===== config.mk =====
export PLATFORM = sky130hd
export DESIGN_NAME = baud_tick_gen
export DESIGN_NICKNAME = d
export VERILOG_FILES = /design/src/rtl/baud_pkg.sv /design/src/rtl/baud_prescale.sv /design/src/rtl/baud_rate_div.sv /design/src/rtl/baud_final.sv /design/src/rtl/baud_tick_gen.sv
export SDC_FILE = /design/constraint.sdc
export NUM_CORES = 1
export LEC_CHECK = 0
export CORE_MARGIN = 2
export CORE_UTILIZATION = 30
export CTS_CLUSTER_DIAMETER = 60
export DETAILED_ROUTE_END_ITERATION = 10
export PLACE_DENSITY_LB_ADDON = 0.12
export SKIP_CTS_REPAIR_TIMING = 1
export SLEW_MARGIN = 5
export SYNTH_ARGS = -nofsm -noshare
export SYNTH_HDL_FRONTEND = slang
export SYNTH_SLANG_ARGS = --single-unit

===== constraint.sdc =====
create_clock -name clk -period 3.7 [get_ports clk]
set_clock_uncertainty 0.05 [all_clocks]
set_input_delay 0.74 -clock clk [delete_from_list [all_inputs] [get_ports clk]]
set_output_delay 0.74 -clock clk [all_outputs]
set_load 0.02 [all_outputs]

===== src/rtl/baud_pkg.sv =====
package baud_pkg;
  typedef enum logic [1:0] {
    SRC_BASE  = 2'b00,
    SRC_DIV8  = 2'b01,
    SRC_DIV32 = 2'b10,
    SRC_RSVD  = 2'b11
  } src_sel_e;

  function automatic logic mode_is_uart(input logic [2:0] m);
    return (m == 3'b100) || (m == 3'b101) || (m == 3'b110);
  endfunction

  function automatic logic mode_is_sync(input logic [2:0] m);
    return (m == 3'b001) || (m == 3'b010);
  endfunction
endpackage


===== src/rtl/baud_prescale.sv =====
module baud_prescale #(
  parameter int DIV_A = 8,
  parameter int DIV_B = 4
) (
  input  logic       clk,
  input  logic       rst_n,
  input  logic       clr,
  input  logic       base_fast,
  input  logic [1:0] src_sel,
  output logic       src_en
);
  import baud_pkg::*;
  localparam int PRE_W = $clog2(DIV_A * DIV_B);
  localparam int A_W   = $clog2(DIV_A);

  logic [PRE_W-1:0] cnt;
  logic en_base, en_a, en_ab;

  always_ff @(posedge clk or negedge rst_n) begin
    if (!rst_n)   cnt <= '0;
    else if (clr) cnt <= '0;
    else          cnt <= cnt + 1'b1;
  end

  assign en_base = base_fast | cnt[0];
  assign en_a    = &cnt[A_W-1:0];
  assign en_ab   = &cnt;

  always_comb begin
    case (src_sel_e'(src_sel))
      SRC_BASE: src_en = en_base;
      SRC_DIV8: src_en = en_a;
      default:  src_en = en_ab;
    endcase
  end

  // the slowest source only fires on a cycle where the eighth-rate one fires too
  p_slow_nests_r2: assert property (@(posedge clk) disable iff (!rst_n)
    en_ab |-> en_a);
endmodule


===== src/rtl/baud_rate_div.sv =====
module baud_rate_div #(
  parameter int RATE_W = 8
) (
  input  logic              clk,
  input  logic              rst_n,
  input  logic              clr,
  input  logic              src_en,
  input  logic [RATE_W-1:0] n,
  output logic              div_tick
);
  logic [RATE_W-1:0] cnt;

  assign div_tick = src_en && (cnt == n);

  always_ff @(posedge clk or negedge rst_n) begin
    if (!rst_n)        cnt <= '0;
    else if (clr)      cnt <= '0;
    else if (div_tick) cnt <= '0;
    else if (src_en)   cnt <= cnt + 1'b1;
  end

  p_cnt_bounded_r3: assert property (@(posedge clk) disable iff (!rst_n)
    !$past(clr) |-> cnt <= n);
endmodule


===== src/rtl/baud_final.sv =====
module baud_final #(
  parameter int OS = 16
) (
  input  logic clk,
  input  logic rst_n,
  input  logic clr,
  input  logic div_tick,
  input  logic uart_en,
  input  logic sync_int_en,
  input  logic sync_ext_en,
  input  logic clk_inv,
  input  logic pin_in,
  output logic os_tick,
  output logic bit_tick,
  output logic shift_tick,
  output logic sclk_q,
  output logic oe
);
  localparam int OS_W = $clog2(OS);

  logic [OS_W-1:0] os_cnt;
  logic s1, s2, s3, ext_edge;

  assign ext_edge = clk_inv ? (s3 & ~s2) : (s2 & ~s3);

  always_ff @(posedge clk or negedge rst_n) begin
    if (!rst_n) begin
      s1 <= 1'b0; s2 <= 1'b0; s3 <= 1'b0;
    end else begin
      s1 <= pin_in; s2 <= s1; s3 <= s2;
    end
  end

  always_ff @(posedge clk or negedge rst_n) begin
    if (!rst_n)                 os_cnt <= '0;
    else if (clr || !uart_en)   os_cnt <= '0;
    else if (div_tick)          os_cnt <= os_cnt + 1'b1;
  end

  always_ff @(posedge clk or negedge rst_n) begin
    if (!rst_n)                    sclk_q <= 1'b1;
    else if (clr || !sync_int_en)  sclk_q <= 1'b1;
    else if (div_tick)             sclk_q <= ~sclk_q;
  end

  always_ff @(posedge clk or negedge rst_n) begin
    if (!rst_n) begin
      os_tick <= 1'b0; bit_tick <= 1'b0; shift_tick <= 1'b0; oe <= 1'b0;
    end else begin
      os_tick    <= uart_en & div_tick & ~clr;
      bit_tick   <= uart_en & div_tick & ~clr & (os_cnt == OS_W'(OS - 1));
      shift_tick <= (sync_int_en & div_tick & ~sclk_q & ~clr) | (sync_ext_en & ext_edge);
      oe         <= sync_int_en;
    end
  end

  p_bit_with_os_r4: assert property (@(posedge clk) disable iff (!rst_n)
    bit_tick |-> os_tick);
  p_uart_sync_excl_r5: assert property (@(posedge clk) disable iff (!rst_n)
    !(os_tick && shift_tick));
  p_idle_high_r8: assert property (@(posedge clk) disable iff (!rst_n)
    !oe |-> sclk_q);
endmodule


===== src/rtl/baud_tick_gen.sv =====
module baud_tick_gen #(
  parameter int RATE_W = 8,
  parameter int OS     = 16,
  parameter int DIV_A  = 8,
  parameter int DIV_B  = 4
) (
  input  logic              clk,
  input  logic              rst_n,
  input  logic              base_fast,
  input  logic [1:0]        src_sel,
  input  logic [RATE_W-1:0] rate_val,
  input  logic              rate_wr,
  input  logic [2:0]        mode,
  input  logic              ext_clk_sel,
  input  logic              clk_inv,
  input  logic              sclk_in,
  output logic              os_tick,
  output logic              bit_tick,
  output logic              shift_tick,
  output logic              sclk_out,
  output logic              sclk_oe
);
  import baud_pkg::*;

  logic [RATE_W-1:0] rate_q;
  logic [2:0]        mode_q;
  logic [1:0]        src_q;
  logic              fast_q, ext_q;
  logic              restart, src_en, div_tick, sclk_q;
  logic              uart_en, sync_int_en, sync_ext_en;

  assign uart_en     = mode_is_uart(mode);
  assign sync_int_en = mode_is_sync(mode) & ~ext_clk_sel;
  assign sync_ext_en = mode_is_sync(mode) &  ext_clk_sel;

  assign restart = rate_wr | (mode != mode_q) | (src_sel != src_q)
                 | (base_fast != fast_q) | (ext_clk_sel != ext_q);

  always_ff @(posedge clk or negedge rst_n) begin
    if (!rst_n) begin
      rate_q <= '0; mode_q <= '0; src_q <= '0; fast_q <= 1'b0; ext_q <= 1'b0;
    end else begin
      if (rate_wr) rate_q <= rate_val;
      mode_q <= mode; src_q <= src_sel; fast_q <= base_fast; ext_q <= ext_clk_sel;
    end
  end

  baud_prescale #(.DIV_A(DIV_A), .DIV_B(DIV_B)) u_pre (
    .clk(clk), .rst_n(rst_n), .clr(restart), .base_fast(base_fast),
    .src_sel(src_sel), .src_en(src_en));

  baud_rate_div #(.RATE_W(RATE_W)) u_div (
    .clk(clk), .rst_n(rst_n), .clr(restart), .src_en(src_en),
    .n(rate_q), .div_tick(div_tick));

  baud_final #(.OS(OS)) u_fin (
    .clk(clk), .rst_n(rst_n), .clr(restart), .div_tick(div_tick),
    .uart_en(uart_en), .sync_int_en(sync_int_en), .sync_ext_en(sync_ext_en),
    .clk_inv(clk_inv), .pin_in(sclk_in), .os_tick(os_tick), .bit_tick(bit_tick),
    .shift_tick(shift_tick), .sclk_q(sclk_q), .oe(sclk_oe));

  assign sclk_out = sclk_q ^ clk_inv;

  // a mode code outside both groups for two cycles leaves every output quiet
  p_bad_mode_quiet_r8: assert property (@(posedge clk) disable iff (!rst_n)
    (!uart_en && !mode_is_sync(mode) && !$past(mode_is_uart(mode)) && !$past(mode_is_sync(mode)))
    |-> (!os_tick && !bit_tick && !shift_tick && !sclk_oe));
  // the pin is never driven while the external clock is in use
  p_ext_no_drive_r6: assert property (@(posedge clk) disable iff (!rst_n)
    $past(sync_ext_en) |-> !sclk_oe);
endmodule


# Word level (Yosys, flattened, before mapping)
# Index checks and enable logic that the tools add are counted.
# classes
addsub,3
mul,0
div_mod_pow,0
magnitude_cmp,0
eq_ne,12
shifts,0
mux,10
bitwise_logic,23
reduce_logical,14
# ops
cell,count
8-bit two-way mux,3
1-bit bitwise AND,11
"3-bit == test, second input constant",3
"8-bit by 1-bit adder with 8-bit output, second input constant",1
8-bit == test,1
4-bit two-way mux,2
1-bit bitwise OR,6
"5-bit by 1-bit adder with 5-bit output, second input constant",1
1-bit logical OR,5
5-bit two-way mux,1
1-bit inverter,5
5-bit AND reduction,1
"4-bit by 1-bit adder with 4-bit output, second input constant",1
"4-bit == test, second input constant",1
2-bit nonzero test,2
"3-bit by 1-bit == test with 1-bit output, second input constant",1
"3-bit by 2-bit == test with 1-bit output, second input constant",1
1-bit two-way mux,3
3-bit != test,1
3-bit AND reduction,1
3-bit nonzero test,1
"2-bit by 1-bit == test with 1-bit output, second input constant",1
1-bit zero test,2
2-bit zero test,1
5 further kinds,6
# totals
ff_bits,40
latch_bits,0
ramBits,0
rom_bits,0
input_bits,20
output_inout_bits,5
wordCells,78
n_memories,0

# Depth between registers and ports, before layout
# Gate-level depths: netlist of the first run.
# logic_depth
depth_word,8
depth_mapped,9
depth_no_buf,8

# Hierarchy
# Synthesis of the first run repeated with hierarchy kept, for this count alone.
# hier_totals
hier_cells,148
hier_area_um2,1849.3
# by_module_without_submodules
module,instances,cells_each,area_per_inst_um2
baud_tick_gen,1,39,585.6
baud_rate_div,1,52,533.0
baud_final,1,36,481.7
baud_prescale,1,21,249.0

# Worst setup path after synthesis of the first run
# OpenSTA, ideal clock, no wires.
# synth_path
kind,input to register
from,input mode[0]
to,register u_fin.shift_tick
setup_time_ps,87
arrival_time_ps,2186
required_ps,3563
setup_slack_ps,1377
path_stages,5
n_path_buf,0
cell_sequence,xor2_1 nor4_1 nand2_1 or4_1 a211oi_2
# synth_via
elab_chain_cells,8
elab_cells_between_ends,16
cone_classes,eq/ne (3); bitwise (12); reduce/logical (1)
# synth_rtl
item,line_no,text
from (decl),baud_tick_gen.sv:13,"input logic [2:0] mode,"
3-bit != test,baud_tick_gen.sv:36,assign restart = rate_wr | (mode != mode_q) | (src_sel != src_q)
1-bit bitwise OR (2 in a row),baud_tick_gen.sv:36,
1-bit bitwise OR (2 in a row),baud_tick_gen.sv:37,| (base_fast != fast_q) | (ext_clk_sel != ext_q);
1-bit inverter,baud_final.sv:52,shift_tick <= (sync_int_en & div_tick & ~sclk_q & ~clr) | (sync_ext_en & ext_edge);
1-bit bitwise AND,baud_final.sv:52,
1-bit bitwise OR *,baud_final.sv:52,
to (signal assigned),baud_final.sv:52,
to (decl),baud_final.sv:15,"output logic shift_tick,"
# Every way passes the cells marked *; elsewhere a longest branch is shown, timed or not.
# A chain may end at the register's enable or synchronous reset.

# Worst setup path in the final report of the first run
# layout_path
from,input clk_inv
to,output sclk_out
# layout_via
elab_chain_cells,1
# layout_rtl
item,line_no,text
from (decl),baud_tick_gen.sv:15,"input logic clk_inv,"
1-bit XOR,baud_tick_gen.sv:62,assign sclk_out = sclk_q ^ clk_inv;
to (decl),baud_tick_gen.sv:20,"output logic sclk_out,"
# Every way passes these cells.

==> flow_metrics.env, run 1 <==
export IMPL_outcome="finished clean"
export IMPL_hold_viol=0
export IMPL_initial_core_util=0.308
export IMPL_area_growth_pct=22.8
export IMPL_worst_ep_required_time_ns=2.91
export IMPL_avgViaCountPerCell=4.82
export IMPL_post_route_period_util=0.758
export IMPL_crit_type="in2out"
export IMPL_clk_latency_ns=0.29
export IMPL_path_clk_slew_ns=0.08
export IMPL_drive_above_1_share=0.128
export IMPL_tns_ns=0
export IMPL_synth_top_cell_by_area="dfrtp_1"
export IMPL_gp_congestion=0.783
export IMPL_tightest_slew_ns=0.888
export IMPL_arrival_ns=2.01
export IMPL_holdWs_ns=0.306
export IMPL_cts_sinks=40
export IMPL_maxSlewHeadroom=0.408
export IMPL_synth_edf_count=0
export IMPL_grt_antenna_before_repair=0
export IMPL_yosysWarnings=0
export IMPL_synthesis_nets=181
export IMPL_htree_levels=2
export IMPL_cts_buffers_inserted=5
export IMPL_wl_per_cell_microns=13.0
export IMPL_die_w_microns=81.8
export IMPL_synth_avg_cell_area_sq_um=11.6
export IMPL_core_area_sq_um=5890
export IMPL_ys_async_sr_fraction=1.00
export IMPL_drv_slew=0
export IMPL_hold_class="reg2reg"
export IMPL_synthTopCellsByArea="dfrtp_1 54%, xor2_1 11%, mux2_2 5.0%"
export IMPL_netlist_area_leader_share=0.538
export IMPL_synthesis_area_sq_um=1810
export IMPL_ys_types=32
export IMPL_die_h_microns=81.8
export IMPL_drc=0
export IMPL_ys_seq_elements=40
export IMPL_grt_ovfl_total=0
export IMPL_ant_nets=0
export IMPL_netlist_instances=156
export IMPL_pre_cts_ws_ns=0.705
export IMPL_die_area_sq_um=6690
export IMPL_grt_max_degree=41
export IMPL_clock_fmax_mhz=357
export IMPL_cp_max_fo=3
export IMPL_hpwl_microns=2480
export IMPL_fp_row_count=28
export IMPL_drt_iter0_drc=48
export IMPL_port_buffers=24
export IMPL_leakagePower_nw=0.953
export IMPL_cp_start_kind="input port"
export IMPL_vias=1264
export IMPL_rsz0062_at_grt="false"
export IMPL_setup_viol=0
export IMPL_synth_ff_type="dfrtp_1"
export IMPL_worst_slack_ns=0.895
export IMPL_ir_drop_mv=0.135
export IMPL_end_kind="primary output"
export IMPL_grt_pass1_vias=1261
export IMPL_insertedDiodeCount=0
export IMPL_cap_violations=0
export IMPL_p_per_area_nw_per_um2=367
export IMPL_grt_pass1_wl_microns=6070
export IMPL_drt_total_wl_microns=3410
export IMPL_cts_tree="yes"
export IMPL_clock_path_buffers=2
export IMPL_layout_min_cycle_time_ns=2.80
export IMPL_dr_pass1_iters=4
export IMPL_utilization=0.379
export IMPL_cts_root_buf="clkbuf_8"
export IMPL_total_power_uw=817
export IMPL_seq_area_frac_synth=0.552
export IMPL_nets=211
export IMPL_fillers=602
export IMPL_grtUsageTotal=0.121
export IMPL_io_pins=25
[cell usage in the layout, fill, tap and decap left out, types with 2 or more instances in the layout]
cell and instances:
nor3_1 7, and4_1 2, nand2_1 16, xor2_1 22
clkbuf_8 5, clkbuf_1 2, nand4_1 4, mux2_2 8
dfrtp_1 39, ha_1 5, nand3_1 7, nor2_1 10
buf_4 2, clkdlybuf4s50_1 23, and3_1 6, a31oi_1 5
a21oi_1 2, nor4_2 3
[state kept, by name, indices dropped and copies added, names as in the netlist]
signal            flops
u_fin.s2              1
rate_q                8
u_fin.os_cnt          4
fast_q                1
u_div.cnt             8
mode_q                3
u_fin.sclk_q          1
u_fin.shift_tick      1
src_q                 2
u_fin.oe              1
u_fin.s1              1
u_pre.cnt             5
u_fin.s3              1
u_fin.bit_tick        1
u_fin.os_tick         1
ext_q                 1
[metal layers]
| metal | up-vias | GRT usage | routed length [microns] |
|---|---|---|---|
| li1 | 616 | - | - |
| met1 | 619 | 0.152 | 1590 |
| met2 | 25 | 0.195 | 1620 |
| met3 | 4 | 0.0462 | 170 |
| met4 | 0 | 0.0350 | 31 |
| met5 | - | 0 | 0 |
[per-stage QoR]
stage,area [sq um],std cells
detailed placement,2150,254
global route,2230,262
finish,2230,262
CTS,2230,262
floorplan,1810,156
global placement,2150,254
[cell usage after synthesis, types with 2 or more instances]
master	number
a21oi_1	2
a31oi_1	5
and3_1	6
and4_1	2
clkbuf_1	3
dfrtp_1	39
ha_1	5
mux2_2	8
nand2_1	16
nand3_1	7
nand4_1	4
nor2_1	10
nor3_1	7
nor4_2	3
xor2_1	22
[area by class of cell]
cell class | count | area [sq um] | share of cell area
multi-input cells | 113 | 801 | 0.359
repair buffers | 26 | 250 | 0.112
well taps | 75 | 93.8 | 0.0421
clock buffers | 7 | 76.3 | 0.0343
clock inverters | 1 | 5.00 | 0.00225
flip-flops and latches | 40 | 1000 | 0.450
[power breakdown]
group | switching, mW | internal [mW]
Clock | 0.146 | 0.132
Sequential | 0.00898 | 0.452
Combinational | 0.0376 | 0.0395
Total | 0.193 | 0.624
[logic make-up (layout without fill, tap and decap cells)]
group	after synthesis	count (layout)	share of synthesized area
buf+inv	3	34	0.00621
xor+xnor	23	23	0.111
simple gates	63	63	0.190
mux	9	9	0.0552
fa+ha+maj	5	5	0.0345
compound gates	13	13	0.0510
flops	40	40	0.552
[worst max-delay path, cell delays in order]
cell and delay [ns]:
clkdlybuf4s50_1 0.51, xor2_1 0.15, clkdlybuf4s50_1 0.61
[worst paths after layout]
| check | end | depth (start not counted) | slack (ns) | start |
|---|---|---|---|---|
| worst max-delay path | sclk_out | 3 | 0.90 | clk_inv |
| worst min-delay path | u_fin.s2$_DFF_PN0_ | 0 | 0.31 | u_fin.s1$_DFF_PN0_ |
| worst max register to register | u_fin.shift_tick$_DFF_PN0_ | 7 | 1.39 | u_pre.cnt[0]$_DFF_PN0_ |
| worst min register to register | u_fin.s2$_DFF_PN0_ | 0 | 0.31 | u_fin.s1$_DFF_PN0_ |
| max in group asynchronous | u_div.cnt[1]$_DFFE_PN0P_ | 1 | 2.52 | rst_n |
| min in group asynchronous | mode_q[2]$_DFF_PN0_ | 1 | 0.50 | rst_n |
Note: power is estimated with default switching activity, not from simulation.
==> inputs of run 2 (changes only) <==
==> constraint.sdc (replaced) <==
create_clock -name clk -period 2.45 [get_ports clk]
set_clock_uncertainty 0.05 [all_clocks]
set_input_delay 0.49 -clock clk [delete_from_list [all_inputs] [get_ports clk]]
set_output_delay 0.49 -clock clk [all_outputs]
set_load 0.02 [all_outputs]
==> run 2 against run 1 <==
Against the previous run: power is 57% higher; register-to-register slack worse by 0.95 ns; sequential power is 51% higher; global-route usage is 0.72 points higher; clock-buffer cell count stayed put; cell count is 5.3% higher; die area stayed put; sequential cell count stayed put; via count is 6.1% higher.
==> flow_metrics.env, run 2 (synthesis results as in run 1) <==
export IMPL_hpwl_microns=2840
export IMPL_hold_class="in2async"
export IMPL_core_area_sq_um=5890
export IMPL_tns_ns=0
export IMPL_worst_ep_required_time_ns=1.91
export IMPL_wl_per_cell_microns=13.4
export IMPL_cts_sinks=40
export IMPL_p_per_area_nw_per_um2=546
export IMPL_area_growth_pct=29.3
export IMPL_cap_violations=0
export IMPL_ant_nets=0
export IMPL_grt_pass1_wl_microns=6400
export IMPL_rsz0062_at_grt="false"
export IMPL_setup_viol=0
export IMPL_htree_levels=2
export IMPL_switching_share=0.233
export IMPL_cp_max_fo=3
export IMPL_grt_max_degree=24
export IMPL_tightest_slew_ns=0.523
export IMPL_final_common_cell="dfrtp_1"
export IMPL_grt_ovfl_total=0
export IMPL_p_int_uw=983
export IMPL_ir_drop_mv=0.249
export IMPL_reg_top3="rate_q (8), u_div.cnt (8), u_pre.cnt (5)"
export IMPL_nets=225
export IMPL_power_net_switching_uw=298
export IMPL_avgViaCountPerCell=4.86
export IMPL_io_pins=25
export IMPL_die_area_sq_um=6690
export IMPL_layout_min_cycle_time_ns=2.29
export IMPL_fp_row_count=28
export IMPL_arrival_ns=1.75
export IMPL_outcome="finished clean"
export IMPL_cts_root_buf="clkbuf_8"
export IMPL_dpl_cell_count=268
export IMPL_maxSlewHeadroom=0.651
export IMPL_power_share_combinational=0.104
export IMPL_initial_core_util=0.308
export IMPL_post_route_period_util=0.937
export IMPL_drive_above_1_share=0.194
export IMPL_rr_worst_depth=6
export IMPL_port_buffers=24
export IMPL_die_h_microns=81.8
export IMPL_grt_antenna_before_repair=0
export IMPL_vias=1341
export IMPL_clk_latency_ns=0.29
export IMPL_stdcell_count=276
export IMPL_insertedDiodeCount=0
export IMPL_cp_start_kind="input port"
export IMPL_clkPwrFrac=0.353
export IMPL_clock_path_buffers=2
export IMPL_drt_iter0_drc=26
export IMPL_cts_buffers_inserted=5
export IMPL_drt_total_wl_microns=3700
export IMPL_gp_congestion=0.810
export IMPL_grtUsageTotal=0.129
export IMPL_dr_pass1_iters=4
export IMPL_holdWs_ns=0.117
export IMPL_crit_type="in2out"
export IMPL_hold_viol=0
export IMPL_clock_fmax_mhz=436
export IMPL_most_common_layout_cells="39 x dfrtp_1, 23 x clkdlybuf4s50_1, 22 x xor2_1"
export IMPL_total_power_mw=1.28
export IMPL_end_kind="primary output"
export IMPL_drv_slew=0
export IMPL_die_w_microns=81.8
export IMPL_drc=0
export IMPL_cts_tree="yes"
export IMPL_leakagePower_nw=1.02
export IMPL_p_seq_frac=0.543
export IMPL_grt_pass1_vias=1406
export IMPL_path_clk_slew_ns=0.08
## run 2: cell types whose count changed in the layout (fill, tap and decap cells not counted), sizes merged
cell      delta
buf         +14
clkinv       -1
clkinvlp     +1
## run 2: final cells by class
| cell class | instances | area, sq um |
|---|---|---|
| well taps | 75 | 93.8 |
| clock buffers | 7 | 86.3 |
| multi-input cells | 113 | 801 |
| clock inverters | 1 | 7.51 |
| flip-flops and latches | 40 | 1000 |
| repair buffers | 40 | 355 |
| fillers | 569 | 3540 |
## run 2: final timing paths
path	start	endpoint	slack, ns
worst max-delay path	clk_inv	sclk_out	0.16
worst min-delay path	rst_n	mode_q[2]$_DFF_PN0_	0.12
worst min register to register	u_fin.s1$_DFF_PN0_	u_fin.s2$_DFF_PN0_	0.32
max in group asynchronous	rst_n	rate_q[6]$_DFFE_PN0P_	1.62
min in group clk	u_fin.s1$_DFF_PN0_	u_fin.s2$_DFF_PN0_	0.32
worst max register to register	u_div.cnt[5]$_DFFE_PN0P_	u_fin.os_cnt[3]$_DFFE_PN0P_	0.44
## run 2: per-stage QoR
stage / setup WS (ns) / instance area (sq um) / utilization
finish: 0.155 / 2350 / 0.399
global route: 0.0916 / 2350 / 0.399
floorplan: 0.377 / 1810 / -
CTS: 0.148 / 2350 / 0.399
detailed placement: 0.0150 / 2250 / 0.383
global placement: 0.0569 / 2250 / 0.383
## run 2: routing by layer
| metal | up-vias | share of wire | track usage |
|---|---|---|---|
| met1 | 665 | 0.46 | 0.159 |
| met2 | 22 | 0.49 | 0.212 |
| met3 | 7 | 0.029 | 0.0330 |
| li1 | 647 | - | - |
| met5 | - | 0 | 0 |
| met4 | 0 | 0.021 | 0.0567 |
## run 2: power groups by stage
| stage | clock network [mW] | registers, mW | logic, mW |
|---|---|---|---|
| CTS | 0.476 | 0.696 | 0.136 |
| finish | 0.453 | 0.696 | 0.133 |
| global route | 0.510 | 0.700 | 0.148 |
| detailed placement | 0 | 0.709 | 0.135 |
| global placement | 0 | 0.709 | 0.132 |
| floorplan | 0 | 0.708 | 0.0544 |
## run 2: worst max-delay path, cell delays in order
cell	delay [ns]
clkdlybuf4s50_1	0.51
xor2_1	0.14
clkdlybuf4s50_1	0.61
